[config.mk]
export PLATFORM = sky130hd
export DESIGN_NAME = sram_ctrl
export DESIGN_NICKNAME = d
export VERILOG_FILES = /design/src/rtl/sram_model_pkg.sv /design/src/rtl/sram_ctrl.sv
export SDC_FILE = /design/constraint.sdc
export NUM_CORES = 1
export LEC_CHECK = 0
export ABC_CLOCK_PERIOD_IN_PS = 2880
export CORE_ASPECT_RATIO = 0.5
export CORE_MARGIN = 2
export CORE_UTILIZATION = 38
export DETAILED_ROUTE_END_ITERATION = 7
export GPL_ROUTABILITY_DRIVEN = 0
export PLACE_DENSITY = 0.91
export SLEW_MARGIN = 25
export SYNTH_ARGS = -nofsm -noshare
export SYNTH_HDL_FRONTEND = slang
export SYNTH_SLANG_ARGS = --single-unit
[constraint.sdc]
create_clock -name clk -period 2.88 [get_ports clk]
set_input_delay 0.576 -clock clk [delete_from_list [all_inputs] [get_ports clk]]
set_output_delay 0.576 -clock clk [all_outputs]
set_load 0.03 [all_outputs]
[src/rtl/sram_model_pkg.sv]
package sram_model_pkg;

  localparam int LANES  = 2;
  localparam int LANE_W = 8;
  localparam int DATA_W = LANES * LANE_W;

  // strobes handed from control to datapath each model clock
  typedef struct packed {
    logic             commit;
    logic [LANES-1:0] laneWrite;
    logic [LANES-1:0] laneRead;
  } strobe_t;

endpackage

[src/rtl/sram_ctrl.sv]
module sram_ctrl
  import sram_model_pkg::*;
#(
  parameter int ADDR_W = 17,
  parameter int DEPTH  = 512,
  localparam int IDX_W = $clog2(DEPTH)
) (
  input  logic              clk,
  input  logic              rst_n,
  input  logic [ADDR_W-1:0] addr,
  input  logic              chipEnN,
  input  logic              chipEn,
  input  logic              outEnN,
  input  logic              wrEnN,
  input  logic [LANES-1:0]  laneSelN,
  input  logic [DATA_W-1:0] wrData,
  output strobe_t           strobe,
  output logic [IDX_W-1:0]  rdIdx,
  output logic [IDX_W-1:0]  wrIdx,
  output logic [DATA_W-1:0] wrWord
);

  logic             chipActive;
  logic             anyLane;
  logic             selected;
  logic             overlapNow;
  logic             overlapQ;
  logic [LANES-1:0] capMask;

  // fold every address bit onto the index
  always_comb begin
    rdIdx = '0;
    for (int i = 0; i < ADDR_W; i++) begin
      rdIdx[i % IDX_W] = rdIdx[i % IDX_W] ^ addr[i];
    end
  end

  assign chipActive = ~chipEnN & chipEn;
  assign anyLane    = |(~laneSelN);
  assign selected   = chipActive & anyLane;
  assign overlapNow = selected & ~wrEnN;

  always_ff @(posedge clk) begin
    if (!rst_n) begin
      overlapQ <= 1'b0;
      capMask  <= '0;
      wrIdx    <= '0;
      wrWord   <= '0;
    end else begin
      overlapQ <= overlapNow;
      if (overlapNow) begin
        capMask <= ~laneSelN;
        wrIdx   <= rdIdx;
        wrWord  <= wrData;
      end
    end
  end

  always_comb begin
    strobe.commit    = overlapQ & ~overlapNow;
    strobe.laneWrite = capMask;
    for (int l = 0; l < LANES; l++) begin
      strobe.laneRead[l] = chipActive & wrEnN & ~outEnN & ~laneSelN[l];
    end
  end

  // a commit is a single-cycle event
  assert_commit_single_R7: assert property (@(posedge clk) disable iff (!rst_n)
    strobe.commit |=> !strobe.commit);

  // a committed write always carries at least one lane
  assert_commit_has_lane_R8: assert property (@(posedge clk) disable iff (!rst_n)
    strobe.commit |-> (strobe.laneWrite != '0));

endmodule

### After elaboration in Yosys (flattened, before gate mapping)

Cells that the tools add are included.

| storage, ports and cells | value |
|---|---|
| bits in writable memories | 0 |
| latch bits | 0 |
| ROM bits | 0 |
| memories kept | 0 |
| word-level logic and storage cells | 28 |
| output and inout port bits | 39 |
| register bits after elaboration | 28 |
| input bits | 41 |

| cells by class | value |
|---|---|
| div/mod/pow operators | 0 |
| eq/ne operators | 0 |
| add/sub/neg operators | 0 |
| $lt $le $gt $ge | 0 |
| muxes and demuxes | 0 |
| multiply operators | 0 |
| shifts and indexed selects | 0 |
| bitwise gates (word level) | 23 |
| reductions and logical operators | 1 |

Operator list:

| operator | number |
|---|---|
| 1-bit bitwise AND | 8 |
| 1-bit bitwise XOR | 8 |
| 1-bit inverter | 6 |
| 2-bit inverter | 1 |
| 2-bit OR reduction | 1 |

### Depth between registers and ports, before layout

Gate-level depths: netlist of run 1.

| depth | value |
|---|---|
| word-level depth | 6 |
| gate-level depth with buffers | 4 |
| gate-level depth less buffers | 3 |

### Worst setup path before layout of run 1

Ideal clock, no wire load.

| timing | value |
|---|---|
| path type | in2out |
| from | input chipEnN |
| to | output strobe[0] (netlist name) |
| path buffers | 0 |
| arrival time | 1.509 ns |
| cell stages on the path | 2 |
| slack | 0.795 ns |
| path through | or4bb_1 nor2_1 |

RTL lines:

| item | RTL line | text |
|---|---|---|
| start: declaration | sram_ctrl.sv:11 | `input logic chipEnN,` |
| end: declaration | sram_ctrl.sv:17 | `output strobe_t strobe,` |

==> qor.csv, run 1 <==
stage,metric,value,unit
status,status,finished clean,
cells_and_area,num-fill-cells,229,
route,drt_iter0_markers,59,
sta,clock_skew,0,ps
global_routing,antenna_found_initial,0,
die,die_h,43.9,um
cells_and_area,stdcell_count,250,
route,drc,0,
route,wl_per_cell,12.3,um
sta,slew_headroom,41.7,%
synthesis,seq_area_frac_synth,46.2,%
sta,slew_violations,0,
setup_path,ff2ff_path_depth,2,
route,vias,1173,
power_and_ir_drop,p_sw,220,uW
clock_tree,cts_made_buffers,3,
synthesis,synth_area_leader_cell,dfxtp_1,
hold_path,min_path_cells,2,
power_and_ir_drop,irDropWorstVdd,0.182,mV
sta,fin_crit_sh,98.5,%
placement,dp_hpwl,2320,um
clock_tree,cts_buffer_depth,2,
power_and_ir_drop,finalPower,819,uW
cells_and_area,multi_input_area,591,um2
clock_tree,htree_levels,1,
hold_path,hold_path_startpoint,wrWord[4]$_SDFFE_PN0P_,
sta,setup_viol,0,
global_routing,track_usage,17.4,%
hold_path,hold_class,flip-flop to flip-flop,
clock_tree,postCtsHoldBufs,0,
route,via_per_inst,4.69,
clock_tree,ctsRootBufferMaster,clkbuf_8,
setup_path,critPathMaxFanout,3,
die,dieArea,3690,um2
power_and_ir_drop,power.internal,599,uW
die,num_rows,14,
global_routing,grt_pass1_wl,5110,um
die,fp.coreArea,3030,um2
setup_path,reg2reg_from,capMask[0]$_SDFFE_PN0P_,
clock_tree,clk_pin_slew,80,ps
power_and_ir_drop,swShare,26.9,%
route,ant_nets,0,
setup_path,reg2reg_slack,2250,ps
synthesis,synth_fp_nets,176,
clock_tree,clk_latency,260,ps
power_and_ir_drop,pwr-share-seq,49.5,%
synthesis,syn-instance-count,135,
clock_tree,cts_tree,built,
power_and_ir_drop,leakagePower,0.000747,uW
route,dr.pass1.iters,4,
die,io_pins,80,
power_and_ir_drop,power.density,402,nW/um2
setup_path,r2r_end,capMask[0]$_SDFFE_PN0P_,
placement,io_buffers,79,
synthesis,yosysUniqueCellTypes,19,
cells_and_area,drive_gt1_share,4.76,%
cells_and_area,syn2layout_area_growth,68.1,%
synthesis,synth_top_area_share,46.2,%
clock_tree,post-cts-setup-buffers,0,
setup_path,end_kind,output pin,
power_and_ir_drop,combPwrFrac,26.0,%
sta,rsz0062_at_grt,no,
sta,final.setup.tns,0,ps
hold_path,whs_endpoint,wrWord[4]$_SDFFE_PN0P_,
setup_path,cp.required,2300,ps
setup_path,critPathArrivalTime,2260,ps
cells_and_area,finalNetCount,253,
setup_path,crit_type,input port to output pin,
route,wl,3080,um
power_and_ir_drop,power_frac_clock,24.5,%
sta,min_period,2840,ps
sta,fmax,353,MHz
setup_path,start_kind,input port,
die,die-width,83.9,um
synthesis,avgSynthCellArea,8.98,um2
clock_tree,post_cts_resized,0,
flow_run,cap_violations,0,
synthesis,ys_warn_count,0,
die,initial_core_util,40.0,%
synthesis,synth_seq_cells,28,
global_routing,grt_pass1_vias,1195,
clock_tree,cts.sink_count,28,
cells_and_area,regArea,561,um2
synthesis,synth.area.top_cells,"dfxtp_1 46%, mux2i_1 14%, nand2_1 14%",
placement,dp_cells,247,
synthesis,syn_area,1210,um2
cells_and_area,diodes,0,
sta,hold_viol,0,
global_routing,grt_max_degree,56,
sta,worstMarginPinSlew,875,ps
global_routing,grt_overflow,0,
==> Yosys cell counts <==
library cell / number
buf_1: 3
o2bb2ai_1: 2
and3_1: 1
xor2_1: 8
nor3b_1: 1
nor2b_1: 1
nor2_1: 4
nand2_1: 45
buf_4: 1
or4bb_1: 1
or3b_4: 1
buf_12: 1
buf_6: 1
a21oi_4: 1
o21ai_0: 8
clkbuf_1: 3
mux2i_1: 17
dfxtp_1: 28
nand4_1: 8
==> layout by cell type (no fill, tap or decap) <==
master            n
a21oi_4           1
and3_1            1
buf_2             1
buf_4             4
clkbuf_8          3
clkdlybuf4s50_1  76
dfxtp_1          28
mux2i_1          17
nand2_1          45
nand4_1           8
nor2_1            4
nor2b_1           1
nor3b_1           1
o21ai_0           8
o2bb2ai_1         2
or3b_4            1
or4bb_1           1
xor2_1            8
==> per-layer routing <==
| metal | part of all wire, % | routed length (um) | global-route usage, % |
|---|---|---|---|
| met5 | 0 | 0 | 0 |
| met4 | 1.1 | 34 | 4.52 |
| met3 | 4.0 | 122 | 4.57 |
| met2 | 53 | 1650 | 35.4 |
| met1 | 41 | 1280 | 18.3 |
==> logic make-up (layout without fill, tap and decap cells) <==
group / Yosys count / after routing / synth area share [%]
AOI/OAI and AO/OA: 11 / 11 / 6.09
xor gates and xnor gates: 8 / 8 / 5.78
buffers and inverters: 9 / 84 / 5.06
DFF: 28 / 28 / 46.2
muxes: 17 / 17 / 14.0
and+or+nand+nor: 62 / 62 / 22.8
==> per-stage QoR <==
| stage | hold WS [ps] | setup WS (ps) | utilization (%) | cell area, um2 |
|---|---|---|---|---|
| 6_report | 457 | 43.3 | 67.3 | 2040 |
| 5_1_grt | 479 | 15.3 | 67.3 | 2040 |
| 4_1_cts | 463 | 40.0 | 67.3 | 2040 |
| 3_5_place_dp | 448 | 35.1 | 65.9 | 2000 |
| 3_3_place_gp | 437 | 97.0 | 65.9 | 2000 |
| 2_1_floorplan | 577 | 795 | - | 1210 |
==> flip-flops by register name, summed over array words and instances (netlist names) <==
name      cells
wrIdx         9
capMask       2
wrWord       16
overlapQ      1
==> power groups by stage <==
stage	Clock (uW)	Combinational [uW]	Sequential, uW
2_1_floorplan	0	77.6	437
3_3_place_gp	0	209	414
3_5_place_dp	0	213	414
4_1_cts	208	214	405
5_1_grt	228	225	407
6_report	201	213	405
==> worst max path at each step <==
stage / startpoint / to / slack, ps / cells after the start
after detailed placement: chipEn / strobe[4] / 40 / 5
after global placement: chipEn / strobe[4] / 100 / 5
after global routing: chipEn / strobe[4] / 20 / 5
after CTS: chipEn / strobe[4] / 40 / 5
after floorplan: chipEnN / strobe[0] / 800 / 2
final: chipEn / strobe[4] / 40 / 5
==> area by class of cell <==
type / instances / area share [%]
multi-input cells: 98 / 29.0
clock buffers: 3 / 2.03
well taps: 40 / 2.46
flip-flops and latches: 28 / 27.5
repair buffers: 81 / 39.0
==> worst max-delay path: stages <==
cell and delay [ps]:
clkdlybuf4s50_1 480, or3b_4 410, a21oi_4 130, nor2b_1 70
clkdlybuf4s50_1 590
No activity file was read; power rests on OpenSTA's default activity.
==> inputs of run 2 (changes only) <==
- CORE_MARGIN: 2 -> 3
- CTS_CLUSTER_SIZE: not set -> 28
==> qor.csv, run 2 (synthesized netlist as in run 1, its figures left out) <==
stage,metric,value,unit
status,status,finished clean,
global_routing,antenna_found_initial,0,
setup_path,crit_path_max_incr_delay,720,ps
sta,worstMarginPinSlew,846,ps
hold_path,hold_path_startpoint,wrWord[5]$_SDFFE_PN0P_,
setup_path,ff2ff_path_depth,2,
die,dieArea,3950,um2
clock_tree,post-cts-setup-buffers,0,
die,num_rows,13,
die,die-width,85.9,um
sta,slew_headroom,43.6,%
sta,hold_viol,0,
setup_path,crit_buf_inv,2,
setup_path,critPathMaxFanout,2,
cells_and_area,reg.largest.list,"wrWord (16), wrIdx (9), capMask (2)",
cells_and_area,drive_gt1_share,4.76,%
setup_path,cp_cell_sequence,clkdlybuf4s50_1 > xor2_1 > clkdlybuf4s50_1,
sta,final.setup.tns,0,ps
route,ant_nets,0,
global_routing,grt_overflow,0,
die,initial_core_util,43.1,%
sta,setup_viol,0,
setup_path,crit_type,input port to output pin,
route,drc,0,
placement,dpl_cell_area,1990,um2
clock_tree,cts_buffer_depth,2,
route,dr.pass1.iters,4,
global_routing,track_usage,16.6,%
power_and_ir_drop,leakagePower,0.000765,uW
setup_path,cp.required,2300,ps
global_routing,grt_max_degree,56,
placement,dp_hpwl,2450,um
global_routing,grt_pass1_vias,1108,
setup_path,r2r_end,capMask[0]$_SDFFE_PN0P_,
flow_run,cap_violations,0,
cells_and_area,fin_util,72.4,%
sta,rsz0062_at_grt,no,
sta,fin_crit_sh,90.0,%
power_and_ir_drop,finalPower,829,uW
setup_path,end_kind,output pin,
clock_tree,cts.sink_count,28,
setup_path,cpMostUsedCell,clkdlybuf4s50_1,
route,wl_per_cell,13.6,um
route,wl,3360,um
setup_path,path_delay_family,buffers and inverters,
cells_and_area,mostFrequentLayoutCell,clkdlybuf4s50_1,
hold_path,whs_endpoint,wrWord[5]$_SDFFE_PN0P_,
power_and_ir_drop,irDropWorstVdd,0.349,mV
clock_tree,ctsRootBufferMaster,clkbuf_8,
sta,min_period,2590,ps
hold_path,hold_class,flip-flop to flip-flop,
die,fp.coreArea,2810,um2
route,via_per_inst,4.80,
route,drt_iter0_markers,27,
cells_and_area,finalNetCount,253,
setup_path,start_kind,input port,
hold_path,min_path_cells,2,
sta,clock_skew,0,ps
sta,fmax,386,MHz
cells_and_area,final_cell_mix,"75 x clkdlybuf4s50_1, 45 x nand2_1, 28 x dfxtp_1, 17 x mux2i_1",
clock_tree,clk_latency,270,ps
die,die_h,45.9,um
clock_tree,clk_pin_slew,90,ps
cells_and_area,largest_register_ffs,16,
clock_tree,cts_tree,built,
sta,slew_violations,0,
cells_and_area,regMostFlops,wrWord,
clock_tree,cts_made_buffers,3,
placement,io_buffers,79,
cells_and_area,diodes,0,
power_and_ir_drop,power.density,407,nW/um2
route,vias,1186,
die,io_pins,80,
setup_path,reg2reg_slack,2230,ps
cells_and_area,num-fill-cells,220,
setup_path,slowest_stage,clkdlybuf4s50_1,
cells_and_area,syn2layout_area_growth,68.0,%
cells_and_area,stdcell_area,2040,um2
setup_path,critPathArrivalTime,2020,ps
clock_tree,htree_levels,1,
global_routing,grt_pass1_wl,5070,um
setup_path,reg2reg_from,capMask[0]$_SDFFE_PN0P_,
run 2: cell types whose count changed in the layout (fill, tap and decap cells not counted), sizes merged:
cell           delta
clkdlybuf4s50     -1
dlymetal6s2s      +1
run 2: repair_timing:
action	CTS	global route
gates resized for setup	0	1
setup endpoints to repair	0	1
hold buffers	0	0
run 2: worst max-delay path by stage:
stage,startpoint,to,slack (ps),cells past startpoint
global route,addr[15],rdIdx[6],270,3
finish,addr[2],rdIdx[2],290,3
detailed placement,chipEn,strobe[4],60,5
global placement,chipEn,strobe[4],90,5
CTS,chipEn,strobe[4],20,5
floorplan,chipEnN,strobe[0],800,2
run 2: worst reg2reg max path: stages, from the launching register on:
cell and delay (ps):
dfxtp_1 360, nand2_1 80, o2bb2ai_1 150
run 2: cell type report:
cell class,instances,area (um2),area share (%)
clock buffers,3,41.3,2.03
multi-input cells,98,591,29.0
flip-flops and latches,28,561,27.5
well taps,37,46.3,2.27
repair buffers,81,798,39.2
run 2: metrics by stage:
| stage | hold WS [ps] | setup WS, ps | instances |
|---|---|---|---|
| 6_report | 459 | 288 | 247 |
| 5_1_grt | 482 | 268 | 247 |
| 4_1_cts | 462 | 22.6 | 247 |
| 3_5_place_dp | 448 | 61.5 | 244 |
| 3_3_place_gp | 441 | 94.3 | 244 |
| 2_1_floorplan | 577 | 795 | 135 |
run 2: power breakdown:
part / internal (uW) / switching, uW
Clock: 94.1 / 115
Combinational: 106 / 108
Sequential: 399 / 5.90
Total: 599 / 229
run 2: per-layer routing:
| metal | part of all wire, % | GRT usage (%) | up-vias |
|---|---|---|---|
| met1 | 40 | 18.7 | 552 |
| met3 | 5.5 | 4.87 | 4 |
| li1 | - | - | 598 |
| met2 | 53 | 31.2 | 32 |
| met5 | 0 | 0 | - |
| met4 | 0.54 | 5.05 | 0 |
==> inputs of run 3 (changes only) <==
- CTS_CLUSTER_DIAMETER: not set -> 50
==> results of run 3 <==
Same layout as run 2: the final DEF is identical, and so are final timing and power.
